<file path="src/rtl/fp_pkg.sv">
package fp_pkg;
  localparam int ADDR_W   = 7;
  localparam int DATA_W   = 8;
  localparam int NB       = DATA_W - 1;   // banks / annunciator bits
  localparam int FLAG_BIT = DATA_W - 1;

  localparam logic [ADDR_W-1:0] DIRECT_MASK = 7'b100_0011;
  localparam logic [ADDR_W-1:0] SEG_MASK    = 7'b010_0010;
  localparam logic [ADDR_W-1:0] SCAN_MASK   = 7'b010_0001;
  localparam logic [ADDR_W-1:0] OBUF_MASK   = 7'b100_0100;

  typedef struct packed {
    logic              direct;
    logic              seg;
    logic              scan;
    logic              kick;
    logic [DATA_W-1:0] data;
  } wr_cmd_t;

  function automatic logic addr_hit(input logic [ADDR_W-1:0] a,
                                    input logic [ADDR_W-1:0] m);
    return (a & m) == m;
  endfunction
endpackage

</file>
<file path="src/rtl/fp_bus_decode.sv">
module fp_bus_decode
  import fp_pkg::*;
(
  input  logic              clk_i,
  input  logic              rst_ni,
  input  logic              strobe_i,
  input  logic              rd_i,
  input  logic [ADDR_W-1:0] addr_i,
  input  logic [DATA_W-1:0] data_i,
  output wr_cmd_t           cmd_o
);
  logic              strobe_q;
  logic              rd_q;
  logic [ADDR_W-1:0] addr_q;
  logic [DATA_W-1:0] data_q;
  logic              access_end;

  always_ff @(posedge clk_i or negedge rst_ni) begin
    if (!rst_ni) begin
      strobe_q <= 1'b0;
      rd_q     <= 1'b0;
      addr_q   <= '0;
      data_q   <= '0;
    end else begin
      strobe_q <= strobe_i;
      if (strobe_i) begin
        rd_q   <= rd_i;
        addr_q <= addr_i;
        data_q <= data_i;
      end
    end
  end

  assign access_end = strobe_q & ~strobe_i;

  // priority: direct > segment > scan
  always_comb begin
    cmd_o      = '0;
    cmd_o.data = data_q;
    if (access_end) begin
      if (rd_q) begin
        cmd_o.kick = addr_hit(addr_q, OBUF_MASK);
      end else if (addr_hit(addr_q, DIRECT_MASK)) begin
        cmd_o.direct = 1'b1;
      end else if (addr_hit(addr_q, SEG_MASK)) begin
        cmd_o.seg = 1'b1;
      end else if (addr_hit(addr_q, SCAN_MASK)) begin
        cmd_o.scan = 1'b1;
      end
    end
  end
endmodule

</file>
<file path="src/rtl/fp_regs.sv">
module fp_regs
  import fp_pkg::*;
(
  input  logic              clk_i,
  input  logic              rst_ni,
  input  wr_cmd_t           cmd_i,
  output logic [NB-1:0]     ann_o,
  output logic [DATA_W-1:0] dig_o,
  output logic [NB-1:0]     scan_o,
  output logic              ind_dis_o
);
  always_ff @(posedge clk_i or negedge rst_ni) begin
    if (!rst_ni) begin
      ann_o     <= '0;
      dig_o     <= '0;
      scan_o    <= '1;
      ind_dis_o <= 1'b1;
    end else begin
      if (cmd_i.direct) begin
        ann_o     <= cmd_i.data[NB-1:0];
        ind_dis_o <= cmd_i.data[FLAG_BIT];
      end
      // segment write never touches the flag
      if (cmd_i.seg && !ind_dis_o) begin
        dig_o <= cmd_i.data;
      end
      if (cmd_i.scan && !ind_dis_o) begin
        scan_o    <= cmd_i.data[NB-1:0];
        ind_dis_o <= cmd_i.data[FLAG_BIT];
      end
    end
  end
endmodule

</file>
<file path="src/rtl/fp_bank_sel.sv">
module fp_bank_sel #(
  parameter int NUM = 7
) (
  input  logic [NUM-1:0] scan_i,
  output logic [NUM-1:0] onehot_o,
  output logic           valid_o
);
  logic [NUM:0] seen;
  assign seen[0] = 1'b0;

  for (genvar i = 0; i < NUM; i++) begin : g_pri
    assign onehot_o[i] = ~scan_i[i] & ~seen[i];
    assign seen[i+1]   = seen[i] | ~scan_i[i];
  end

  assign valid_o = seen[NUM];
endmodule

</file>
<file path="src/rtl/fp_watchdog.sv">
module fp_watchdog #(
  parameter int CYCLES = 65536
) (
  input  logic clk_i,
  input  logic rst_ni,
  input  logic kick_i,
  output logic expired_o
);
  localparam int CW = (CYCLES < 2) ? 1 : $clog2(CYCLES);
  localparam logic [CW-1:0] LAST = CW'(CYCLES - 1);

  logic [CW-1:0] cnt_q;

  always_ff @(posedge clk_i or negedge rst_ni) begin
    if (!rst_ni) begin
      cnt_q     <= '0;
      expired_o <= 1'b0;
    end else if (kick_i) begin
      cnt_q     <= '0;
      expired_o <= 1'b0;
    end else if (!expired_o) begin
      if (cnt_q == LAST) expired_o <= 1'b1;
      else               cnt_q     <= cnt_q + 1'b1;
    end
  end
endmodule

</file>
<file path="src/rtl/fp_panel_if.sv">
module fp_panel_if
  import fp_pkg::*;
#(
  parameter int WDOG_CYCLES = 65536
) (
  input  logic              clk_i,
  input  logic              rst_ni,
  input  logic              strobe_i,
  input  logic              rd_i,
  input  logic [ADDR_W-1:0] addr_i,
  input  logic [DATA_W-1:0] data_i,
  output logic [DATA_W-1:0] data_o,
  output logic              data_oe_o,
  input  logic [DATA_W-1:0] sw_i,
  output logic [NB-1:0]     ann_o,
  output logic [DATA_W-1:0] dig_o,
  output logic [NB-1:0]     digit_sel_o,
  output logic [NB-1:0]     bank_sel_o
);
  wr_cmd_t           cmd;
  logic [NB-1:0]     ann_q;
  logic [DATA_W-1:0] dig_q;
  logic [NB-1:0]     scan_q;
  logic              ind_dis;
  logic [NB-1:0]     bank_oh;
  logic              bank_valid;
  logic              wd_expired;
  logic [DATA_W-1:0] sw_q;

  fp_bus_decode u_dec (
    .clk_i   (clk_i),
    .rst_ni  (rst_ni),
    .strobe_i(strobe_i),
    .rd_i    (rd_i),
    .addr_i  (addr_i),
    .data_i  (data_i),
    .cmd_o   (cmd)
  );

  fp_regs u_regs (
    .clk_i    (clk_i),
    .rst_ni   (rst_ni),
    .cmd_i    (cmd),
    .ann_o    (ann_q),
    .dig_o    (dig_q),
    .scan_o   (scan_q),
    .ind_dis_o(ind_dis)
  );

  fp_bank_sel #(.NUM(NB)) u_bank (
    .scan_i  (scan_q),
    .onehot_o(bank_oh),
    .valid_o (bank_valid)
  );

  fp_watchdog #(.CYCLES(WDOG_CYCLES)) u_wdog (
    .clk_i    (clk_i),
    .rst_ni   (rst_ni),
    .kick_i   (cmd.kick),
    .expired_o(wd_expired)
  );

  always_ff @(posedge clk_i or negedge rst_ni) begin
    if (!rst_ni) sw_q <= '1;
    else         sw_q <= sw_i;
  end

  assign data_oe_o   = strobe_i & rd_i & addr_hit(addr_i, OBUF_MASK);
  assign data_o      = bank_valid ? sw_q : '1;
  assign bank_sel_o  = bank_oh;
  assign digit_sel_o = wd_expired ? '0 : bank_oh;
  assign ann_o       = wd_expired ? '0 : ann_q;
  assign dig_o       = wd_expired ? '0 : dig_q;
endmodule

</file>
<file path="config.mk">
export PLATFORM = sky130hd
export DESIGN_NAME = fp_panel_if
export DESIGN_NICKNAME = d
export VERILOG_FILES = /design/src/rtl/fp_pkg.sv /design/src/rtl/fp_bus_decode.sv /design/src/rtl/fp_regs.sv /design/src/rtl/fp_bank_sel.sv /design/src/rtl/fp_watchdog.sv /design/src/rtl/fp_panel_if.sv
export SDC_FILE = /design/constraint.sdc
export NUM_CORES = 1
export LEC_CHECK = 0
export BUFFER_PORTS_ARGS = -buffer_cell sky130_fd_sc_hd__clkbuf_2
export CAP_MARGIN = 10
export CORE_MARGIN = 8
export CORE_UTILIZATION = 34
export DETAILED_ROUTE_END_ITERATION = 10
export GPL_ROUTABILITY_DRIVEN = 1
export GPL_TIMING_DRIVEN = 0
export PLACE_DENSITY = 0.6
export RECOVER_POWER = 50
export SLEW_MARGIN = 20
export SYNTH_ARGS = -nofsm -noshare
export SYNTH_HDL_FRONTEND = slang
export SYNTH_HIERARCHICAL = 1
export SYNTH_SLANG_ARGS = --single-unit
</file>
<file path="constraint.sdc">
create_clock -name clk_i -period 1.92 [get_ports clk_i]
set_input_delay 0.096 -clock clk_i [delete_from_list [all_inputs] [get_ports clk_i]]
set_output_delay 0.096 -clock clk_i [all_outputs]
set_load 0.01 [all_outputs]
</file>
-- After elaboration in Yosys (flattened, before gate mapping)
Cells that the tools add are included.
- flip-flop bits (word level): 65
- latch bits: 0
- memory bits (writable): 0
- ROM bits: 0
- bits of input ports: 27
- word-level logic and storage cells: 73
- memories: 0
- $add $sub $neg: 1
- $mul: 0
- divide/modulo/power cells: 0
- order comparisons: 0
- equality and inequality tests: 8
- shift-type cells: 0
- muxes and demuxes: 20
- bitwise operators: 28
- reductions and logical operators: 5
- operators with widths (kind ; count):
    $mux 16 ; 3
    $add 16x1->16 const B ; 1
    $eq 16x16->1 const B ; 1
    $mux 8 ; 2
    $mux 7 ; 2
    $not 1->1 ; 13
    $mux 1 ; 10
    $and 1x1->1 ; 9
    $eq 2x2->1 const B ; 4
    $or 1x1->1 ; 6
    $mux 4 ; 1
    $ne 2x2->1 const B ; 2
    $eq 3x3->1 const B ; 1
    $mux 3 ; 1
    $logic_and 1x1->1 ; 2
    $mux 2 ; 1
    $reduce_and 2->1 ; 1
    $reduce_bool 2->1 ; 1
    $logic_not 1->1 ; 1

-- Longest topological paths before layout
- depth after elaboration: 9
- gate-level depth with buffers: 7

-- Modules after synthesis
Netlist, hierarchy kept.
- modules (own cells, without submodules) (module ; instances ; cells an instance ; area each (µm²) ; seq. area each (µm²)):
    fp_watchdog ; 1 ; 100 ; 998.5 ; 425.4
    fp_regs ; 1 ; 53 ; 920.9 ; 585.6
    fp_bus_decode ; 1 ; 40 ; 644.4 ; 375.4
    fp_panel_if ; 1 ; 41 ; 469.2 ; 210.2
    fp_bank_sel ; 1 ; 12 ; 65.1 ; 0.0

-- Worst setup path before layout
OpenSTA, ideal clock, no wires.
- kind: register -> register
- from: reg u_wdog.cnt_q[0]
- to: reg u_wdog.cnt_q[3]
- arrival time: 1.596 ns
- path slack: 0.246 ns
- cell stages (with the launch flop): 6
- clock period less this slack: 1.674 ns
- cell sequence: dfrtp_1 > ha_1 > nand3_1 > nor4_4 > or4_2 > a21oi_1
- longest elaborated chain between the ends: 4
- elaborated cells on any way between the ends: 7
- classes of those cells: add/sub (1); eq/ne (2); mux (3); reduce/logical (1)
- ends and longest elaborated chain (what ; line ; text):
    from (decl) ; fp_watchdog.sv:12 ; logic [CW-1:0] cnt_q;
    from (signal assigned) ; fp_watchdog.sv:23 ; else cnt_q <= cnt_q + 1'b1;
    $add 16x1->16 ; fp_watchdog.sv:23 ;
    $mux 16 ; fp_watchdog.sv:22 ; if (cnt_q == LAST) expired_o <= 1'b1;
    $mux 16 ; fp_watchdog.sv:21 ; end else if (!expired_o) begin
    $mux 16 ; fp_watchdog.sv:18 ; end else if (kick_i) begin
Parallel ways exist; a longest one is shown, timed or not. The select of a mux whose other input is x is not followed.
A chain may end at the register's enable or synchronous reset.

-- Worst setup path in the final report
- from: reg u_regs.scan_o[1]
- to: out data_o[7]
- longest elaborated chain between the ends: 8
- ends and longest elaborated chain (what ; line ; text):
    from (decl) ; fp_regs.sv:9 ; output logic [NB-1:0] scan_o,
    from (signal assigned) ; fp_regs.sv:28 ; scan_o <= cmd_i.data[NB-1:0];
    $not 1->1 ; fp_bank_sel.sv:13 ; assign seen[i+1] = seen[i] | ~scan_i[i];
    $or 1x1->1 (6 in a row) ; fp_bank_sel.sv:13 ;
    named net bank_valid ; fp_panel_if.sv:26 ; logic bank_valid;
    $mux 8 ; fp_panel_if.sv:69 ; assign data_o = bank_valid ? sw_q : '1;
    to (decl) ; fp_panel_if.sv:12 ; output logic [DATA_W-1:0] data_o,
The timed path passes the listed nets, and every way through them passes these cells.

==> metrics <==
DRT iter0 DRCs=75; Post-Layout Cell Count=460; final setup fails=0; period utilisation layout=0.9546; Vert. Die Dim=111.5 um; vias in the first global route=2305; clk slew on worst S/H paths=0.07 ns; CORE AREA=9021 um^2; die area=12420 um^2; IO Count=65; Worst setup EP type=primary output; Layout area overhead=30.29%; Final Hold Fails=0; I/O Buffers=62; Mapped Cells=246; clock tree buffer depth=2; synthesized cell area=3098 um^2; MaxCap Viol Count=0; Critical Path Fanout Max=8; Main synth FF type=dfrtp_1; HP Class=input port to flip-flop; sequential share of the synthesized area=0.5153; clk root buf=clkbuf_8; Die X=111.5 um; CTS tree=built; Inst Count DP=420; slew of the pin with the lowest slew margin=1.098 ns; Routed Antenna Nets=0; R2R cell count=5; Hold Path Origin=data_i[6]; Slew HR=0.2678; final core occ=0.4474; syn avg cell area=12.59 um^2; n_diodes=0; critical path class=flip-flop to primary output; FF-to-FF End=u_wdog/cnt_q[6]$_DFFE_PN0P_; Area after DPL=3577 um^2; Total Wirelength=6.848 mm; status=finished clean; Synth Register Bits=63; PD cells=1031 nW/um^2; R2R setup slack=0.14 ns; CP Launch Point=u_regs/scan_o[1]$_DFFE_PN1P_; Synth area leaders=dfrtp_1 38%, dfstp_2 14%, mux2_2 11%; Worst Path Arrival=1.74 ns; Clock Skews=0.009090 ns; Syn Nets=274; fin. max-slew vios=0; fin crit period=1.833 ns; 1st-pass router iterations=4; largest area contributor in the netlist=dfrtp_1; most frequent cell after synthesis=dfrtp_1; Ys Warns=6; Critical Path RT=1.82 ns; DP HPWL=4.901 mm; All-Layer GR Usage=0.1138; f_max=545.6 MHz; Lkg Pwr=1.861 nW; Synth async-reset ratio=1.000; post-layout instance area=4036 um^2; initial core utilization=0.3434; post-synthesis cell type count=50; reg2reg start=u_wdog/cnt_q[11]$_DFFE_PN0P_; synth cell count leaders=47 x dfrtp_1, 29 x mux2_2, 16 x dfstp_2; row count=35; grt total ovfl=0; Vias/cell=4.839; Skew-Pair Late Insertion Delay=0.34 ns; CTS Buf Count=9; vias=2226; pin count of the biggest net entering global routing=47; CP Launch Type=flip-flop; deepest level of the CTS H-tree=3; number of synthesized flops with an enable pin=0; GPL Wtd Cong=0.7496; first-pass GRT wire length=11.52 mm; layout cell share with drive strength beyond 1=0.4871; initial antenna violation count=0; # DRC=0; VDD IR-drop max=0.4774 mV; nets@finish=372; setup TNS=0 ns; RSZ-0062 raised after global routing=yes; worst setup path end=data_o[7]; wire per inst=14.89 um; # clock sinks=63; top-area cell type share of the netlist area=0.3796
-- report_power, final --
| group | switching, W | leakage [nW] | total [W] | internal (W) |
|---|---|---|---|---|
| Combinational | 0.000455 | 0.998 | 0.000993 | 0.000538 |
| Sequential | 0.000296 | 0.759 | 0.00195 | 0.00165 |
| Clock | 0.000491 | 0.104 | 0.00122 | 0.000728 |
-- critical path, stage by stage, from the launching register on --
cell and delay [ns]:
dfstp_2 0.58, nand4_4 0.12, or3_4 0.45, nand2b_1 0.10, clkbuf_2 0.14
-- worst min path at each step --
stage | slack [ns] | cells past startpoint | end
floorplan | -0.20 | 0 | u_dec/addr_q[0]$_DFFE_PN0P_
global placement | 0.18 | 1 | sw_q[2]$_DFF_PN1_
detailed placement | 0.03 | 1 | u_wdog/cnt_q[5]$_DFFE_PN0P_
CTS | 0.02 | 2 | u_dec/data_q[6]$_DFFE_PN0P_
global route | 0.01 | 2 | u_dec/data_q[6]$_DFFE_PN0P_
finish | 0.02 | 2 | u_dec/data_q[6]$_DFFE_PN0P_
-- routing by layer --
layer,track usage,routed length [um],up-vias
met4,0.05867,184,0
met1,0.1403,3230,1082
li1,-,-,1080
met2,0.1723,3144,51
met3,0.03871,289,13
met5,0,0,-
-- cell usage in the layout, fill, tap and decap left out, drive strengths merged, types with 2 or more instances in the layout --
cell / Yosys / layout
a21oi: 13 / 13
and2b: 2 / 2
and3: 3 / 3
and4: 2 / 2
buf: 10 / 12
bufinv: 0 / 2
clkbuf: 1 / 76
clkinv: 0 / 2
dfrtp: 47 / 47
dfstp: 16 / 16
dlygate4sd3: 0 / 23
inv: 5 / 5
mux2: 37 / 37
nand2: 10 / 10
nand2b: 11 / 11
nand3: 8 / 8
nand4: 4 / 4
nor2: 10 / 10
nor2b: 22 / 22
nor3: 3 / 3
nor3b: 3 / 3
nor4: 2 / 2
o21ai: 5 / 5
o31ai: 5 / 5
o41ai: 3 / 3
or3: 3 / 3
or4: 5 / 5
or4b: 3 / 3
-- final cells by class --
class | count | area, um^2
Timing Repair Buffer | 87 | 573.1
Clock inverter | 4 | 70.07
Buffer | 12 | 115.1
Tap cell | 111 | 138.9
Fill cell | 858 | 4985
Multi-Input combinational cell | 166 | 1389
Inverter | 5 | 18.77
Clock buffer | 12 | 135.1
Sequential cell | 63 | 1597
-- registers in the layout, summed over array words and instances, names as in the netlist --
| name | flops |
|---|---|
| u_dec/rd_q | 1 |
| u_regs/ann_o | 7 |
| u_wdog/expired_o | 1 |
| u_dec/strobe_q | 1 |
| sw_q | 8 |
| u_regs/ind_dis_o | 1 |
| u_regs/dig_o | 8 |
| u_regs/scan_o | 7 |
| u_dec/data_q | 8 |
| u_wdog/cnt_q | 16 |
| u_dec/addr_q | 5 |
-- cells by family (layout without fill, tap and decap cells) --
kind of cell / count (synthesis) / in the layout / share of synthesized area
AND/OR/NAND/NOR: 97 / 97 / 0.2270
flip-flops: 63 / 63 / 0.5153
multiplexers: 38 / 38 / 0.1474
AO/OA/AOI/OAI: 30 / 30 / 0.06180
buffers and inverters: 17 / 120 / 0.04442
adder cells (fa/ha/maj): 1 / 1 / 0.004038
-- per-stage QoR --
| step | setup slack, ns | hold slack [ns] | power [W] |
|---|---|---|---|
| 2_1_floorplan | 0.2461 | -0.1996 | 0.002570 |
| 3_3_place_gp | 0.09229 | 0.1843 | 0.002881 |
| 3_5_place_dp | 0.1006 | 0.02687 | 0.002925 |
| 4_1_cts | 0.06851 | 0.01513 | 0.004209 |
| 5_1_grt | -0.008143 | 0.01288 | 0.004415 |
| 6_report | 0.08722 | 0.02057 | 0.004160 |
-- what timing repair did --
action | 4_1_cts | 5_1_grt
setup endpoints to repair | 8 | 13
cloned | 0 | 0
hold buffers | 23 | 0
pin swaps | 0 | 2
resized for setup | 1 | 4
hold endpoints to repair | 77 | 0
setup buffers | 0 | 1
No activity file was read; power rests on OpenSTA's default activity.
